<file path="src/rtl/ulp_palette_pkg.sv">
package ulp_palette_pkg;

    localparam int COL_W   = 8;
    localparam int BANKS   = 4;
    localparam int PER_BNK = 16;
    localparam int ENTRIES = BANKS * PER_BNK;
    localparam int IDX_W   = $clog2(ENTRIES);

    typedef logic [COL_W-1:0] colour_t;
    typedef logic [IDX_W-1:0] pal_idx_t;

    typedef enum logic [1:0] {
        GRP_PALETTE = 2'b00,
        GRP_MODE    = 2'b01,
        GRP_RSVD_A  = 2'b10,
        GRP_RSVD_B  = 2'b11
    } grp_e;

    typedef struct packed {
        logic       paper;
        logic [2:0] colour;
        logic       flash;
        logic       bright;
    } pix_req_t;

    // bank = {flash,bright}; ink entries low half, paper entries high half
    function automatic pal_idx_t pal_index(input pix_req_t r);
        return {r.flash, r.bright, r.paper, r.colour};
    endfunction

    // fixed 16-colour table, GGGRRRBB
    function automatic colour_t classic_rgb(input logic bright, input logic [2:0] c);
        logic [2:0] lvl3;
        logic [1:0] lvl2;
        lvl3 = bright ? 3'd7 : 3'd5;
        lvl2 = bright ? 2'd3 : 2'd2;
        return {(c[2] ? lvl3 : 3'd0), (c[1] ? lvl3 : 3'd0), (c[0] ? lvl2 : 2'd0)};
    endfunction

endpackage

</file>
<file path="src/rtl/ulp_port_decode.sv">
module ulp_port_decode
    import ulp_palette_pkg::*;
#(
    parameter int                ADDR_W    = 16,
    parameter logic [ADDR_W-1:0] SEL_PORT  = 16'hBF3B,
    parameter logic [ADDR_W-1:0] DATA_PORT = 16'hFF3B
) (
    input  logic              clk,
    input  logic              rst,
    input  logic [ADDR_W-1:0] io_addr,
    input  logic              io_wr,
    input  logic              io_rd,
    input  colour_t           io_wdata,
    input  colour_t           entry_rdata,
    output colour_t           io_rdata,
    output logic              pal_we,
    output pal_idx_t          pal_addr,
    output colour_t           pal_wdata,
    output colour_t           sel_q,
    output logic              mode_q
);
    logic hit_sel, hit_data;
    grp_e grp;

    assign hit_sel  = (io_addr == SEL_PORT);
    assign hit_data = (io_addr == DATA_PORT);
    assign grp      = grp_e'(sel_q[7:6]);

    always_ff @(posedge clk) begin
        if (rst) begin
            sel_q  <= '0;
            mode_q <= 1'b0;
        end else begin
            if (io_wr && hit_sel)
                sel_q <= io_wdata;
            if (io_wr && hit_data && grp == GRP_MODE)
                mode_q <= io_wdata[0];
        end
    end

    assign pal_we    = io_wr && hit_data && (grp == GRP_PALETTE);
    assign pal_addr  = sel_q[IDX_W-1:0];
    assign pal_wdata = io_wdata;

    always_comb begin
        io_rdata = 8'hFF;
        if (io_rd && hit_data) begin
            unique case (grp)
                GRP_PALETTE: io_rdata = entry_rdata;
                GRP_MODE:    io_rdata = {7'b0, mode_q};
                default:     io_rdata = 8'hFF;
            endcase
        end
    end
endmodule

</file>
<file path="src/rtl/ulp_palette_ram.sv">
module ulp_palette_ram
    import ulp_palette_pkg::*;
(
    input  logic     clk,
    input  logic     rst,
    input  logic     we,
    input  pal_idx_t cpu_addr,
    input  colour_t  wdata,
    output colour_t  cpu_rdata,
    input  pal_idx_t vid_addr,
    output colour_t  vid_rdata
);
    colour_t mem [ENTRIES];

    always_ff @(posedge clk) begin
        if (rst) begin
            for (int i = 0; i < ENTRIES; i++)
                mem[i] <= '0;
        end else if (we) begin
            mem[cpu_addr] <= wdata;
        end
    end

    assign cpu_rdata = mem[cpu_addr];
    assign vid_rdata = mem[vid_addr];
endmodule

</file>
<file path="src/rtl/ulp_lookup.sv">
module ulp_lookup
    import ulp_palette_pkg::*;
(
    input  logic     clk,
    input  logic     rst,
    input  logic     mode,
    input  pix_req_t req,
    input  colour_t  pal_rdata,
    output colour_t  rgb
);
    colour_t next_rgb;

    assign next_rgb = mode ? pal_rdata : classic_rgb(req.bright, req.colour);

    always_ff @(posedge clk) begin
        if (rst) rgb <= '0;
        else     rgb <= next_rgb;
    end
endmodule

</file>
<file path="src/rtl/ulp_palette_unit.sv">
module ulp_palette_unit
    import ulp_palette_pkg::*;
#(
    parameter int                ADDR_W    = 16,
    parameter logic [ADDR_W-1:0] SEL_PORT  = 16'hBF3B,
    parameter logic [ADDR_W-1:0] DATA_PORT = 16'hFF3B
) (
    input  logic              clk,
    input  logic              rst,
    input  logic [ADDR_W-1:0] io_addr,
    input  logic              io_wr,
    input  logic              io_rd,
    input  logic [7:0]        io_wdata,
    output logic [7:0]        io_rdata,
    input  logic              pix_paper,
    input  logic [2:0]        pix_colour,
    input  logic              pix_flash,
    input  logic              pix_bright,
    output logic [7:0]        pix_rgb
);
    colour_t  sel_q, entry_rdata, vid_rdata, pal_wdata;
    logic     mode_q, pal_we;
    pal_idx_t pal_addr;
    pix_req_t req;

    assign req = '{paper: pix_paper, colour: pix_colour,
                   flash: pix_flash, bright: pix_bright};

    ulp_port_decode #(
        .ADDR_W(ADDR_W), .SEL_PORT(SEL_PORT), .DATA_PORT(DATA_PORT)
    ) u_dec (
        .clk(clk), .rst(rst), .io_addr(io_addr), .io_wr(io_wr), .io_rd(io_rd),
        .io_wdata(io_wdata), .entry_rdata(entry_rdata), .io_rdata(io_rdata),
        .pal_we(pal_we), .pal_addr(pal_addr), .pal_wdata(pal_wdata),
        .sel_q(sel_q), .mode_q(mode_q)
    );

    ulp_palette_ram u_ram (
        .clk(clk), .rst(rst), .we(pal_we), .cpu_addr(pal_addr),
        .wdata(pal_wdata), .cpu_rdata(entry_rdata),
        .vid_addr(pal_index(req)), .vid_rdata(vid_rdata)
    );

    ulp_lookup u_lut (
        .clk(clk), .rst(rst), .mode(mode_q), .req(req),
        .pal_rdata(vid_rdata), .rgb(pix_rgb)
    );
endmodule

</file>
<file path="config.mk">
export PLATFORM = sky130hd
export DESIGN_NAME = ulp_palette_unit
export DESIGN_NICKNAME = d
export VERILOG_FILES = /design/src/rtl/ulp_palette_pkg.sv /design/src/rtl/ulp_port_decode.sv /design/src/rtl/ulp_palette_ram.sv /design/src/rtl/ulp_lookup.sv /design/src/rtl/ulp_palette_unit.sv
export SDC_FILE = /design/constraint.sdc
export NUM_CORES = 1
export LEC_CHECK = 0
export BUFFER_PORTS_ARGS = -buffer_cell sky130_fd_sc_hd__buf_2
export CORE_ASPECT_RATIO = 1.5
export CORE_MARGIN = 2
export CORE_UTILIZATION = 58
export CTS_CLUSTER_SIZE = 30
export DETAILED_ROUTE_END_ITERATION = 7
export GPL_TIMING_DRIVEN = 0
export PLACE_DENSITY_LB_ADDON = 0.2
export REMOVE_ABC_BUFFERS = 1
export SYNTH_ARGS = -nofsm -noshare
export SYNTH_HDL_FRONTEND = slang
export SYNTH_SLANG_ARGS = --single-unit
</file>
<file path="constraint.sdc">
create_clock -name clk -period 2.7 [get_ports clk]
set_input_delay 0.675 -clock clk [delete_from_list [all_inputs] [get_ports clk]]
set_output_delay 0.675 -clock clk [all_outputs]
set_load 0.1 [all_outputs]
</file>
==> results of run 1 <==
[path summary, 6_finish.rpt]
check	start	to	slack [ns]
hold reg to reg	u_dec.sel_q[5]	flop	0.64
setup / recovery	flop	io_rdata[3]	-1.25
hold / removal	u_dec.sel_q[5]	flop	0.64
setup reg to reg	u_dec.sel_q[0]	u_ram.mem[3][4]	0.02
[per-stage QoR]
stage	total power (µW)	setup TNS, ns	area (µm²)	hold WS [ns]
5_1_grt	18300	-14.10	32900	0.671
2_1_floorplan	10500	-344.38	28100	0.549
4_1_cts	17800	-11.80	32300	0.612
3_5_place_dp	11200	-541.78	29500	0.596
6_report	17900	-9.43	32900	0.635
3_3_place_gp	11200	-1633.10	29200	0.595
[power breakdown]
part	switching [µW]	internal [µW]
registers	190	9410
logic	930	595
clock network	3070	3720
total	4190	13700
[state kept, by name, summed over array words and instances, names as in the netlist, named ones only]
register      flops
u_dec.sel_q       8
u_dec.mode_q      1
u_ram.mem       512
u_lut.rgb         8
[layout make-up]
cell class              instances  area (µm²)  area share, %
diodes                          1        2.50        0.00761
clock buffers                  67        1330           4.05
clock inverters                19         166          0.506
inverters                       5        27.5         0.0837
multi-input cells            1235       12900           39.4
flip-flops and latches        535       15900           48.2
well taps                     663         830           2.52
repair buffers                147        1740           5.28
[tightest hold or removal path, stage by stage, from the launching register on]
cell	delay (ns)
dfxtp_1	0.38
mux2i_1	0.16
nor2_1	0.06
[what timing repair did]
action,CTS,global route
gates cloned,9,2
gates resized for setup,159,51
pin swaps,10,11
setup endpoints to repair,579,418
buffers inserted,48,30
[cells in the mapped netlist (4+ instances only)]
library cell,count
and2_1,517
edfxtp_1,512
mux4_2,276
clkbuf_1,100
nor2_1,93
or2_2,65
mux2i_1,56
buf_2,37
nand2_1,32
dfxtp_1,23
nand3_1,17
nand4_1,15
nor2b_1,14
o21ai_0,13
a22oi_1,12
buf_4,12
mux2_2,12
a221oi_1,9
a211oi_1,8
a21oi_1,8
a31oi_1,8
buf_1,7
nor3_1,7
or4_1,7
buf_6,6
nand2b_1,5
nand3b_1,5
o211ai_1,5
o22ai_1,5
or3b_2,4
[per-layer routing]
layer	up-vias	wire (µm)	part of all wire (%)	GRT usage [%]
met5	-	13	0.015	0
met4	2	7070	8.0	20.8
met3	346	8570	9.7	5.62
met2	1314	44400	50	58.4
met1	9538	28600	32	43.1
li1	7517	-	-	-
[cells by family after synthesis]
kind of cell / share of synthesized area (%)
AOI/OAI and AO/OA: 2.26
DFF: 54.8
and+or+nand+nor: 16.4
muxes: 23.9
buffers and inverters: 2.64
==> results.md, run 1 <==
* Htree depth at 2
* Routed wire per std cell at approximately 33 µm
* Via count at ~19000
* Part of the cycle the worst path needs at 146%
* Core Region at 0.0494 mm²
* Clk slew on worst S/H paths at 0.07 ns
* Vias in the first global route at around 18000
* Worst Skew at ~0.023 ns
* Slowest CP cell: mux4_2
* Finish-stage setup viols at 17
* Commonest non-fill, non-tap cell in the layout: and2_1
* Slew @ Worst Pin at between 1 and 1.5 ns
* LEAKAGE at between 0.01 and 0.015 µW
* Yosys cell types at 56
* FP Rows at 100
* P&R area growth vs syn at 13.9%
* Sequential area share after synthesis at ~55%
* Minimum clock period after layout at around 4 ns
* Die span in y at between 200 and 300 µm
* Final Hold Fails at 0
* Crit path cell chain: buf_16, buf_16, mux4_2, mux4_2, o211ai_1, a21oi_2, a211o_1, buf_12
* Clk buf depth at 3
* Slew margin rel. at a little over 10%
* First-pass GRT wire length at between 100000 and 150000 µm
* Critical Path Start Type: flop
* Maximum VDD drop at about 0.00064 V
* Starting Density at about three fifths
* Final WS setup at -1.25 ns
* Crit end category: primary output
* Critical Path RT at 2.03 ns
* Crit path depth at 8
* Syn Inst Count at 1937
* Layout cells sized above 1 at 34.0%
* Initial antenna violation count at 3
* Critical path fanouts, max at 6
* Slowest stage delay, CP at around 0.58 ns
* Die Wd at approximately 190 µm
* CTS Root Buffer Type: clkbuf_16
* Syn avg cell area at approximately 15 µm²
* Clock tree from TritonCTS: done
* Grt total ovfl at 0
* Area contributors post-synth: edfxtp_1, mux4_2, and2_1, mux2i_1, dfxtp_1
* Dpl cells at roughly 2500
* Num CTS Buffers at 47
* CP Data Arrival Time at between 3 and 4 ns
* NumNets Final at about 2000
* ANT nets after route at 0
* Top Family by Delay on Critical Path: multiplexers
* Synth top area share at 53.2%
* Layout fillers at about 3300
* Dpl ws at -2.35 ns
* Pins over their slew limit at 0
* Initial DRC count at roughly 2700
* Worst Hold Depth at 2
* Failing checks: setup timing
* CP bufs+invs at 3
* Min-delay worst type: flop to flop
* Clk sinks at roughly 540
* FF-to-FF path depth at 4
* Synth warnings at 0
* FF+latch count, synth at ~540
* WS Path Type: flop to primary output
* Most frequent cells in the layout: and2_1, edfxtp_1, mux4_2
* Max capacitance violation total at 0
* Max Freq at 0.253 GHz
* Worst skew pair latency at 0.59 ns
* Die Area at slightly above 0.05 mm²
* DR pass1 iterations at 8
* Total wire length at 88700 µm
* Post-DP HPWL at 54400 µm
* Post-CTS Hold Buffers at 0
* Synthesized area at 0.0289 mm²
* Post-synth EDFFs at between 500 and 600
* I/O Pins at 50
* Status: finished, violations left
* RSZ-0062 raised after global routing: true
* Pwr/cell area at about 540 mW/mm²
* GPL Wtd Cong at 0.967
* I/O Buffers at ~50
* Area leader, netlist: edfxtp_1
* Routed vias/inst at roughly 7
* Primary FF master, synth: edfxtp_1
* DRC at 0
* Fraction of registers with async set/reset at 0%
* Global Route Usage Sum at between 30% and 40%
* Largest net degree at the start of global routing at slightly above 80
* Final Non-Filler Cells at 2672
* Core occupancy in the finished layout at 66.6%
Power figures use the tool's default switching activity.
==> run 2: changes to the inputs <==
- TNS_END_PERCENT: unset -> 1
==> run 2 against run 1 <==
The run ends with DRC, setup timing left. Hold slack improved by 0.0069 ns. Clock skew rose by 0.0020 ns. Non-clock buffer count fell by 30. Global-route usage fell by 0.87 points. Register-to-register slack got worse by 0.50 ns. Critical path depth fell by 1. Sequential share of layout area rose by 0.79 points. Clock-buffer cell count did not move. Cell count fell by 1.0%. Maximum frequency fell by 3.0%. Via count fell by 1.6%. Critical endpoint is now io_rdata[2]. Largest cell class unchanged. Largest power group unchanged.
==> results.md, run 2 (synthesized netlist as in run 1, its figures left out) <==
* Starting Density at 58.5% (unchanged)
* GPL Wtd Cong at 0.967 (unchanged)
* DP Area at 0.0295 mm² (unchanged)
* Via count at 18419 (was 18717)
* P_sw at 4160 µW (was 4190 µW)
* M3 GR Usage at 5.33% (was 5.62%)
* Clock tree from TritonCTS: done (unchanged)
* Grt met1 use at 42.2% (was 43.1%)
* P&R area growth vs syn at 12.1% (was 13.9%)
* Clk sinks at 535 (unchanged)
* Routed wire per std cell at 32.6 µm (was 33.2 µm)
* Dpl ws at -2.35 ns (unchanged)
* Total wire length at 86200 µm (was 88700 µm)
* Largest regs: u_ram.mem: 512 flops, u_dec.sel_q: 8 flops, u_lut.rgb: 8 flops (unchanged)
* Layout cells sized above 1 at 32.8% (was 34.0%)
* Die Wd at 186 µm (unchanged)
* RSZ-0062 raised after global routing: true (unchanged)
* Commonest non-fill, non-tap cell in the layout: and2_1 (unchanged)
* Maximum VDD drop at 0.000639 V (was 0.000635 V)
* Initial antenna violation count at 5 (was 3)
* First-pass GRT wire length at 124000 µm (was 126000 µm)
* Pint at 13700 µW (about the same)
* Final Hold Fails at 0 (unchanged)
* Htree depth at 2 (unchanged)
* Pwr/cell area at 552 mW/mm² (was 545 mW/mm²)
* Clk slew on worst S/H paths at 0.07 ns (about the same)
* Total negative slack at -79.29 ns (was -9.43 ns)
* Crit end category: primary output (unchanged)
* Minimum clock period after layout at 4.08 ns (was 3.95 ns)
* Combinational power share at 8.4% (was 8.5%)
* Post-CTS Hold Buffers at 0 (unchanged)
* Max reg flops at 512 (unchanged)
* Grt total ovfl at 0 (unchanged)
* Crit path cell chain: clkinvlp_4, buf_4, mux2i_1, o21ai_0, a31oi_2, o41ai_1, buf_4 (was buf_16, buf_16, mux4_2, mux4_2, o211ai_1, a21oi_2, a211o_1, buf_12)
* ANT nets after route at 0 (unchanged)
* Pins over their slew limit at 0 (unchanged)
* Part of the cycle the worst path needs at 151% (was 146%)
* Crit path top cell by count: buf_4
* Routed vias/inst at 6.96 (was 7.00)
* CTS Root Buffer Type: clkbuf_16 (unchanged)
* Most frequent cells in the layout: and2_1, edfxtp_1, mux4_2 (unchanged)
* GRT Max-Usage Layer: met2 (unchanged)
* Final Cell Area at 0.0324 mm² (was 0.0329 mm²)
* Die Area at 0.0516 mm² (unchanged)
* Slew margin rel. at 10.2% (was 10.1%)
* Initial DRC count at 2672 (was 2703)
* Critical Path Start Type: flop (unchanged)
* Die span in y at 277 µm (unchanged)
* FP Rows at 100 (unchanged)
* Sw Share at 23.3% (was 23.4%)
* WS Path Type: flop to primary output (unchanged)
* Core Region at 0.0494 mm² (unchanged)
* Slew @ Worst Pin at 1.35 ns (about the same)
* Max Freq at 0.245 GHz (was 0.253 GHz)
* Critical Path RT at 2.03 ns (about the same)
* I/O Pins at 50 (unchanged)
* Finish-stage setup viols at 429 (was 17)
* Critical path fanouts, max at 19 (was 6)
* NumNets Final at 1975 (was 2005)
* Largest net degree at the start of global routing at 83 (unchanged)
* Layout fillers at 3421 (was 3349)
* Clock share of power at 37.9% (about the same)
* Sequential fraction of design power at 53.7% (was 53.6%)
* CP Data Arrival Time at 3.40 ns (was 3.28 ns)
* DR pass1 iterations at 8 (unchanged)
* Worst Skew at 0.0248 ns (was 0.0229 ns)
* Post-DP HPWL at 54400 µm (unchanged)
* I/O Buffers at 49 (unchanged)
* Num CTS Buffers at 47 (unchanged)
* Worst skew pair latency at 0.59 ns (about the same)
* Failing checks: DRC, setup timing (was setup timing)
* Max capacitance violation total at 0 (unchanged)
* LEAKAGE at 0.0110 µW (was 0.0113 µW)
* Slowest CP cell: dfxtp_4 (was mux4_2)
* Global Route Usage Sum at 34.2% (was 35.0%)
* Status: finished, violations left (unchanged)
* Clk buf depth at 3 (unchanged)
* Vias in the first global route at 18150 (was 18316)
* Met2 usage at 57.4% (was 58.4%)
* DRC at 13 (was 0)
* Largest Register: u_ram.mem (unchanged)
* Slowest stage delay, CP at 0.63 ns (was 0.58 ns)
* Min-delay worst type: flop to flop (unchanged)
* Final WS setup at -1.38 ns (was -1.25 ns)
[run 2: cell types whose count changed in the layout (fill, tap and decap cells not counted), moves of 4 or more]
cell     before  now
a22oi_1      11    6
a22oi_2       1    6
nor2_2       36   41
nor2_4       23    1
buf_4        62   37
nor2_1       34   51
a31oi_2       1    5
[run 2: final cells by class]
cell class              instances  area (µm²)  area share (%)
flip-flops and latches        535       15900            49.0
diodes                          4        10.0          0.0309
repair buffers                117        1390            4.29
multi-input cells            1235       12800            39.4
inverters                       5        30.0          0.0928
clock buffers                  67        1330            4.12
clock inverters                19         166           0.514
well taps                     663         830            2.56
[run 2: power by group through the flow]
stage                     clock (µW)  combinational, µW  sequential [µW]
final                           6780               1510             9600
after global routing            7070               1550             9620
after CTS                       6770               1480             9590
after detailed placement           0               1450             9760
after global placement             0               1460             9730
after floorplan                    0                723             9740
[run 2: through the flow]
step                      power, µW  cells  hold slack, ns  utilization (%)
after floorplan               10500   1775           0.549                -
after global placement        11200   2487           0.595             59.1
after global routing          18200   2642           0.670             65.5
final                         17900   2645           0.642             65.5
after CTS                     17800   2624           0.612             64.6
after detailed placement      11200   2499           0.596             59.8
[run 2: path summary, 6_finish.rpt]
path | start | endpoint | slack (ns) | cells after the start
setup / recovery | flop | io_rdata[2] | -1.38 | 7
hold reg to reg | u_dec.sel_q[5] | flop | 0.64 | 2
hold / removal | u_dec.sel_q[5] | flop | 0.64 | 2
setup reg to reg | u_dec.sel_q[6] | u_ram.mem[55][7] | -0.48 | 4
[run 2: what timing repair did]
item,CTS,global route
pin swaps,11,15
setup endpoints to repair,579,555
buffers inserted,34,16
cloned,6,1
gates resized for setup,109,59
hold endpoints to repair,0,0
[run 2: metal layers]
layer	up-vias	wire, µm
li1	7452	-
met2	1223	43500
met1	9444	28300
met5	-	0
met4	0	6340
met3	300	8050
[run 2: worst max-delay path: cells and delay by family, from the launching register on]
kind | cells | cell delay [ns]
multiplexers | 1 | 0.19
AO/OA/AOI/OAI | 3 | 1.08
flip-flops | 1 | 0.63
buffers and inverters | 3 | 0.88
